**config.mk**
```make
export PLATFORM = sky130hd
export DESIGN_NAME = frac_baud_gen
export DESIGN_NICKNAME = d
export VERILOG_FILES = /design/src/rtl/fbg_pkg.sv /design/src/rtl/fbg_cfg_reg.sv /design/src/rtl/fbg_prescaler.sv /design/src/rtl/fbg_phase_acc.sv /design/src/rtl/frac_baud_gen.sv
export SDC_FILE = /design/constraint.sdc
export NUM_CORES = 1
export LEC_CHECK = 0
export BUFFER_PORTS_ARGS = -buffer_cell sky130_fd_sc_hd__buf_2
export CAP_MARGIN = 20
export CORE_UTILIZATION = 63
export CTS_CLUSTER_DIAMETER = 120
export DETAILED_ROUTE_END_ITERATION = 12
export MAX_ROUTING_LAYER = met4
export PLACE_DENSITY_LB_ADDON = 0.15
export SLEW_MARGIN = 10
export SYNTH_ARGS = -nofsm -noshare
export SYNTH_HDL_FRONTEND = slang
export SYNTH_SLANG_ARGS = --single-unit
```
**constraint.sdc**
```tcl
create_clock -name clk -period 3.35 [get_ports clk]
set_input_delay 0.1675 -clock clk [delete_from_list [all_inputs] [get_ports clk]]
set_output_delay 0.1675 -clock clk [all_outputs]
set_load 0.1 [all_outputs]
```
**src/rtl/fbg_pkg.sv**
```systemverilog
package fbg_pkg;
  localparam int unsigned DEF_SCALE_W = 8;
  localparam int unsigned DEF_STEP_W  = 16;

  function automatic int unsigned acc_width(input int unsigned step_w);
    return step_w + 1;
  endfunction
endpackage

```
**src/rtl/fbg_cfg_reg.sv**
```systemverilog
module fbg_cfg_reg #(
  parameter int unsigned SCALE_W = 8,
  parameter int unsigned STEP_W  = 16,
  localparam int unsigned CFG_W  = SCALE_W + STEP_W
) (
  input  logic               clk,
  input  logic               rst_n,
  input  logic               load,
  input  logic [CFG_W-1:0]   word_in,
  output logic [SCALE_W-1:0] scale_q,
  output logic [STEP_W-1:0]  step_q
);
  always_ff @(posedge clk) begin
    if (!rst_n) begin
      scale_q <= '0;
      step_q  <= '0;
    end else if (load) begin
      scale_q <= word_in[CFG_W-1:STEP_W];
      step_q  <= word_in[STEP_W-1:0];
    end
  end
endmodule

```
**src/rtl/fbg_prescaler.sv**
```systemverilog
module fbg_prescaler #(
  parameter int unsigned SCALE_W = 8
) (
  input  logic               clk,
  input  logic               rst_n,
  input  logic               en,
  input  logic               clr,
  input  logic [SCALE_W-1:0] limit,
  output logic [SCALE_W-1:0] cnt_o,
  output logic               strobe
);
  logic [SCALE_W-1:0] cnt_q;
  logic               wrap;

  assign wrap   = (cnt_q == limit);
  assign strobe = en && !clr && wrap;
  assign cnt_o  = cnt_q;

  always_ff @(posedge clk) begin
    if (!rst_n || clr) begin
      cnt_q <= '0;
    end else if (en) begin
      cnt_q <= wrap ? '0 : cnt_q + 1'b1;
    end
  end
endmodule

```
**src/rtl/fbg_phase_acc.sv**
```systemverilog
module fbg_phase_acc #(
  parameter int unsigned STEP_W = 16,
  localparam int unsigned ACC_W = fbg_pkg::acc_width(STEP_W)
) (
  input  logic              clk,
  input  logic              rst_n,
  input  logic              adv,
  input  logic              clr,
  input  logic [STEP_W-1:0] step,
  output logic [ACC_W-1:0]  acc_o,
  output logic              carry
);
  logic [ACC_W-1:0] acc_q;
  logic [ACC_W:0]   sum;

  assign sum   = {1'b0, acc_q} + {2'b00, step};
  assign carry = adv && sum[ACC_W];
  assign acc_o = acc_q;

  always_ff @(posedge clk) begin
    if (!rst_n || clr) begin
      acc_q <= '0;
    end else if (adv) begin
      acc_q <= sum[ACC_W-1:0];
    end
  end
endmodule

```
**src/rtl/frac_baud_gen.sv**
```systemverilog
module frac_baud_gen #(
  parameter int unsigned SCALE_W = fbg_pkg::DEF_SCALE_W,
  parameter int unsigned STEP_W  = fbg_pkg::DEF_STEP_W,
  localparam int unsigned CFG_W  = SCALE_W + STEP_W,
  localparam int unsigned ACC_W  = fbg_pkg::acc_width(STEP_W)
) (
  input  logic             clk,
  input  logic             rst_n,
  input  logic             en,
  input  logic             cfg_we,
  input  logic [CFG_W-1:0] cfg_word,
  output logic             tick
);
  logic [SCALE_W-1:0] scale_q;
  logic [STEP_W-1:0]  step_q;
  logic [SCALE_W-1:0] pre_cnt;
  logic [ACC_W-1:0]   acc_q;
  logic               pre_strobe;

  fbg_cfg_reg #(.SCALE_W(SCALE_W), .STEP_W(STEP_W)) u_cfg (
    .clk(clk), .rst_n(rst_n), .load(cfg_we), .word_in(cfg_word),
    .scale_q(scale_q), .step_q(step_q)
  );

  fbg_prescaler #(.SCALE_W(SCALE_W)) u_pre (
    .clk(clk), .rst_n(rst_n), .en(en), .clr(cfg_we), .limit(scale_q),
    .cnt_o(pre_cnt), .strobe(pre_strobe)
  );

  fbg_phase_acc #(.STEP_W(STEP_W)) u_acc (
    .clk(clk), .rst_n(rst_n), .adv(pre_strobe), .clr(cfg_we), .step(step_q),
    .acc_o(acc_q), .carry(tick)
  );
endmodule

```
==> results of run 1 <==
-- final cells by class --
class | instances | area (um^2) | share of cell area (%)
multi-input combinational | 232 | 1690 | 56.3
sequential | 49 | 981 | 32.6
timing repair buffer | 29 | 148 | 4.91
clock buffer | 7 | 86.3 | 2.87
tap | 50 | 62.6 | 2.08
clock inverter | 1 | 30.0 | 0.998
inverter | 2 | 7.51 | 0.249
-- layer usage --
layer | share of wire (%) | global-route usage (%)
met3 | 2.1 | 3.67
met5 | 0 | -
met1 | 50 | 30.0
met4 | 0.78 | 7.29
met2 | 47 | 39.5
-- power by group through the flow --
stage | Combinational, W | Clock [W] | Sequential, W
final | 0.000138 | 0.000433 | 0.000616
after global routing | 0.000152 | 0.000461 | 0.000618
after CTS | 0.000138 | 0.000437 | 0.000616
after detailed placement | 0.000138 | 0 | 0.000629
after global placement | 0.000135 | 0 | 0.000629
after floorplan | 0.000106 | 0 | 0.000625
-- critical path: stages, from the launching register on --
cell and delay [ps]:
dfxtp_1 350, ha_1 300, a21oi_1 80, nand4b_1 220, a21boi_2 260, a31oi_4 140, o21ba_1 240, nor2b_1 130
o211a_1 140, buf_2 420
-- through the flow --
stage / area (um^2) / setup WS [ps] / total power, W
floorplan: 2730 / 971 / 0.000731
CTS: 3010 / 589 / 0.00119
global route: 3010 / 446 / 0.00123
finish: 3010 / 594 / 0.00119
detailed placement: 2890 / 937 / 0.000767
global placement: 2890 / 994 / 0.000763
-- flip-flops by register name, indices dropped and copies added (netlist names) --
name,count
u_cfg.step_q,16
u_cfg.scale_q,8
u_acc.acc_o,17
u_pre.cnt_o,8
-- synth_stat cells (4+ instances only) --
cell,number
dfxtp_1,49
xnor2_1,19
o21ai_0,6
a21oi_1,9
o21a_1,4
buf_2,4
clkbuf_1,5
nand2b_1,4
o21ai_1,8
nand4_1,4
a21o_1,5
mux2i_1,33
nor2b_1,31
nand3_1,6
nor2_1,27
nand2_1,22
xor2_1,7
ha_1,17
-- cell families (layout without fill, tap and decap cells) --
logic type / after synthesis / in the layout / synth area share [%]
DFF: 49 / 49 / 35.9
AOI/OAI and AO/OA: 51 / 51 / 13.7
and+or+nand+nor: 104 / 104 / 19.4
buffers and inverters: 12 / 39 / 2.11
adders and majority gates: 18 / 18 / 8.52
muxes: 33 / 33 / 12.1
xor gates and xnor gates: 26 / 26 / 8.33
-- worst paths after layout --
| check | endpoint | slack, ps |
|---|---|---|
| max reg2reg | u_acc.acc_o[8] | 1020 |
| min reg2reg | u_acc.acc_o[9] | 460 |
| min | u_cfg.step_q[15] | 120 |
| max | tick | 590 |
==> out/summary.txt, run 1 <==
Outcome -> completed
Die Area -> 4600 um^2
GR Overflow Total -> 0
FILL cells -> 314
Gr usage total -> 23.9%
Worst Tran Pin Value -> 789 ps
Sequential share of the synthesized area -> 35.9%
Tcrit/Tclk final -> 82.3%
Horiz. Die Dim -> 67.9 um
Post-Synthesis Cells -> 293
Post-CTS Hold Buffers -> 0
Ys flop type -> dfxtp_1
DRC viols -> 0
Starting density of the core -> 66.9%
CTS tree -> yes
Slew headroom -> 47.4%
Antenna violations before repair -> 0
Area Overhead vs Synth -> 10.1%
Cells after DPL -> 362
Via Count -> 2067
Sw Pwr -> 0.000274 W
Max Clock Skew -> 9.42 ps
Worst Hold Path Cells -> 3
Worst r2r src -> u_cfg.step_q[0]
DR WL/cell -> 13.5 um
Post-CTS setup buffers -> 0
Core area -> 4090 um^2
Share of the synthesized area in the top cell type -> 35.9%
Die boundary height -> 67.9 um
Final Hold Viols -> 0
Min-delay src -> cfg_word[15]
CP Capture Type -> output pin
Syn Nets -> 339
Ys async rst share -> 0%
Max-Cap Viols -> 0
Bufs on Longest Clock Path -> 2
Combinational power share -> 11.6%
Hold crit path type -> in2reg
CTS Root Buffer Type -> clkbuf_8
Yosys warnings -> 0
Critical Path Fanout Max -> 5
Mapped Area -> 2730 um^2
Commonest non-fill, non-tap cells in the layout -> 49 x dfxtp_1, 33 x mux2i_1, 31 x nor2b_1
Final Critical Period -> 2760 ps
Number of port buffers -> 28
Vias in the first global route -> 1930
Worst VDD drop -> 0.352 mV
I/O Pins -> 29
Fin util -> 73.6%
# rows -> 23
#FFs+latches synth -> 49
Layout cells sized above 1 -> 15.0%
Avg Cell Area, Syn -> 9.33 um^2
Commonest non-fill, non-tap cell in the layout -> dfxtp_1
LEAKAGE -> 1.29 nW
Number of synthesized flops with an enable pin -> 0
Netlist cell types -> 45
Fin nets -> 365
Fmax achieved -> 0.363 GHz
RSZ-0062 raised after global routing -> false
Vias per std cell -> 5.59
Detailed Route WL -> 4980 um
Clk network pwr share -> 36.5%
Layout Cells excl Fill -> 370
Sequential share of power -> 51.9%
DP HPWL -> 3690 um
Setup CP Type -> reg2out
Clock transition at path regs -> 90 ps
GPL Wtd Cong -> 0.847
Crit start category -> flop
Final setup violation count -> 0
Post-DRT Antenna Nets -> 0
Htree depth -> 2
Clock Latency Late Sink -> 300 ps
Post-synth top area cell -> dfxtp_1
Setup TNS -> 0 ps
Largest cells by area after synthesis -> dfxtp_1 36%, mux2i_1 12%, ha_1 7.8%
Internal -> 0.000911 W
Pre-antenna DRT Iters -> 4
R2R cell count -> 9
Antenna cells -> 0
Final Max Slew Viols -> 0
Switching share of power -> 23.1%
Largest net degree at the start of global routing -> 29
CTS resizes -> 0
Initial drt markers -> 74
Clock Sinks -> 49
Critical path origin -> u_cfg.step_q[1]
Fin Hold WS -> 124 ps
Critical path data arrival time -> 2590 ps
First-pass GRT wire length -> 8160 um
Req. time, crit path -> 3180 ps
CTS buffer count -> 5
PD cells -> 394 nW/um^2
Power figures use the tool's default switching activity.
==> run 2: changes to the inputs <==
--- a/config.mk
+++ b/config.mk
@@ -7,7 +7,7 @@
 export LEC_CHECK = 0
 export BUFFER_PORTS_ARGS = -buffer_cell sky130_fd_sc_hd__buf_2
 export CAP_MARGIN = 20
-export CORE_UTILIZATION = 63
+export CORE_UTILIZATION = 53
 export CTS_CLUSTER_DIAMETER = 120
 export DETAILED_ROUTE_END_ITERATION = 12
 export MAX_ROUTING_LAYER = met4
==> constraint.sdc (replaced) <==
create_clock -name clk -period 2.2 [get_ports clk]
set_input_delay 0.11 -clock clk [delete_from_list [all_inputs] [get_ports clk]]
set_output_delay 0.11 -clock clk [all_outputs]
set_load 0.1 [all_outputs]
==> out/summary.txt, run 2 (synthesis gave the netlist of run 1 again) <==
Multi-input gate area -> 1760 um^2
Largest net degree at the start of global routing -> 16
GR Overflow Total -> 0
Final Max Slew Viols -> 0
Htree depth -> 2
Max FFs per register -> 17
Antenna violations before repair -> 0
Max Clock Skew -> 9.68 ps
Worst Tran Pin Value -> 558 ps
Layout Cells excl Fill -> 400
Fmax achieved -> 0.428 GHz
Outcome -> complete, but fails checks
Seq. cell area -> 986 um^2
CTS buffer count -> 5
Layout cells sized above 1 -> 22.2%
Commonest non-fill, non-tap cells in the layout -> 47 x dfxtp_1, 33 x mux2i_1, 29 x nor2b_1
Initial drt markers -> 73
Crit start category -> flop
Max-Cap Viols -> 0
First-pass GRT wire length -> 9230 um
Die boundary height -> 73.8 um
FILL cells -> 418
DRC viols -> 0
Hold crit path type -> in2reg
DR WL/cell -> 13.8 um
Final setup violation count -> 1
CP Capture Type -> output pin
Clock Latency Late Sink -> 300 ps
CTS tree -> yes
Core area -> 4850 um^2
Clock Sinks -> 49
Vias per std cell -> 5.30
Post-CTS Hold Buffers -> 0
DP Area -> 3000 um^2
Setup CP Type -> reg2out
Clock transition at path regs -> 90 ps
LEAKAGE -> 1.35 nW
Gr usage total -> 22.8%
Fin Hold WS -> 60.9 ps
Worst VDD drop -> 0.455 mV
Slew headroom -> 62.6%
Antenna cells -> 0
I/O Pins -> 29
Pre-antenna DRT Iters -> 4
CTS Root Buffer Type -> clkbuf_8
# rows -> 25
Bufs on Longest Clock Path -> 2
Starting density of the core -> 56.4%
PD cells -> 531 nW/um^2
Req. time, crit path -> 2090 ps
Final Hold Viols -> 0
Die Area -> 5450 um^2
Horiz. Die Dim -> 73.8 um
Via Count -> 2119
Area Overhead vs Synth -> 16.7%
GPL Wtd Cong -> 0.824
Fin nets -> 379
Number of port buffers -> 28
Failing checks -> negative setup slack
Cells after DPL -> 389
Detailed Route WL -> 5510 um
Vias in the first global route -> 2090
DP HPWL -> 4000 um
Tcrit/Tclk final -> 106%
Post-DRT Antenna Nets -> 0
Commonest non-fill, non-tap cell in the layout -> dfxtp_1
RSZ-0062 raised after global routing -> true
Fin area -> 3190 um^2
Critical Path Fanout Max -> 2
Final Critical Period -> 2330 ps
Critical path data arrival time -> 2220 ps
Worst Setup Slack, final -> -135 ps
==> run 2: report_power, final <==
part	switching, W	internal (W)	total, W
logic	0.000117	0.000112	0.000229
clock network	0.000305	0.000220	0.000525
registers	0.0000216	0.000916	0.000938
total	0.000444	0.00125	0.00169
==> run 2: what timing repair did <==
item / CTS / global route
cloned: 0 / 0
setup endpoints to repair: 1 / 6
pin swaps: 5 / 3
buffers inserted: 4 / 0
resized for setup: 8 / 7
==> run 2: area by class of cell <==
type / instances / area share, %
Clock buffer: 5 / 2.16
Clock inverter: 2 / 0.510
Inverter: 2 / 0.235
Multi-Input combinational cell: 232 / 55.1
Sequential cell: 49 / 30.9
Tap cell: 67 / 2.63
Timing Repair Buffer: 43 / 8.40
==> run 2: worst max-delay path: stages (launching register included) <==
cell,delay [ps]
dfxtp_4,370
ha_4,260
a21oi_2,50
nand4b_1,210
a21boi_2,240
a31oi_4,120
o21ba_4,230
nor2b_4,100
o211a_4,170
buf_12,170
==> run 2: final timing paths <==
kind	startpoint	to	slack (ps)	cells past startpoint
hold / removal	cfg_word[3]	u_cfg.step_q[3]	60	3
setup reg to reg	u_cfg.step_q[1]	u_acc.acc_o[16]	30	9
hold reg to reg	u_acc.acc_o[13]	u_acc.acc_o[13]	450	2
setup / recovery	u_cfg.step_q[1]	tick	-130	9
==> run 2: metal layers <==
metal / track usage (%) / vias to the layer above / wire length (um)
met1: 26.9 / 989 / 2660
li1: - / 1091 / -
met5: - / - / 0
met2: 38.6 / 28 / 2640
met3: 5.62 / 11 / 120
met4: 6.20 / 0 / 94
==> run 2: metrics by stage <==
step | power, W | TNS [ps] | worst slack (ps) | util (%)
after floorplan | 0.00111 | 0 | 26.9 | -
after global placement | 0.00118 | 0 | 64.1 | 62.0
after detailed placement | 0.00118 | 0 | 40.9 | 62.0
after CTS | 0.00171 | -190 | -178 | 65.3
after global routing | 0.00177 | -359 | -253 | 65.8
final | 0.00169 | -135 | -135 | 65.8
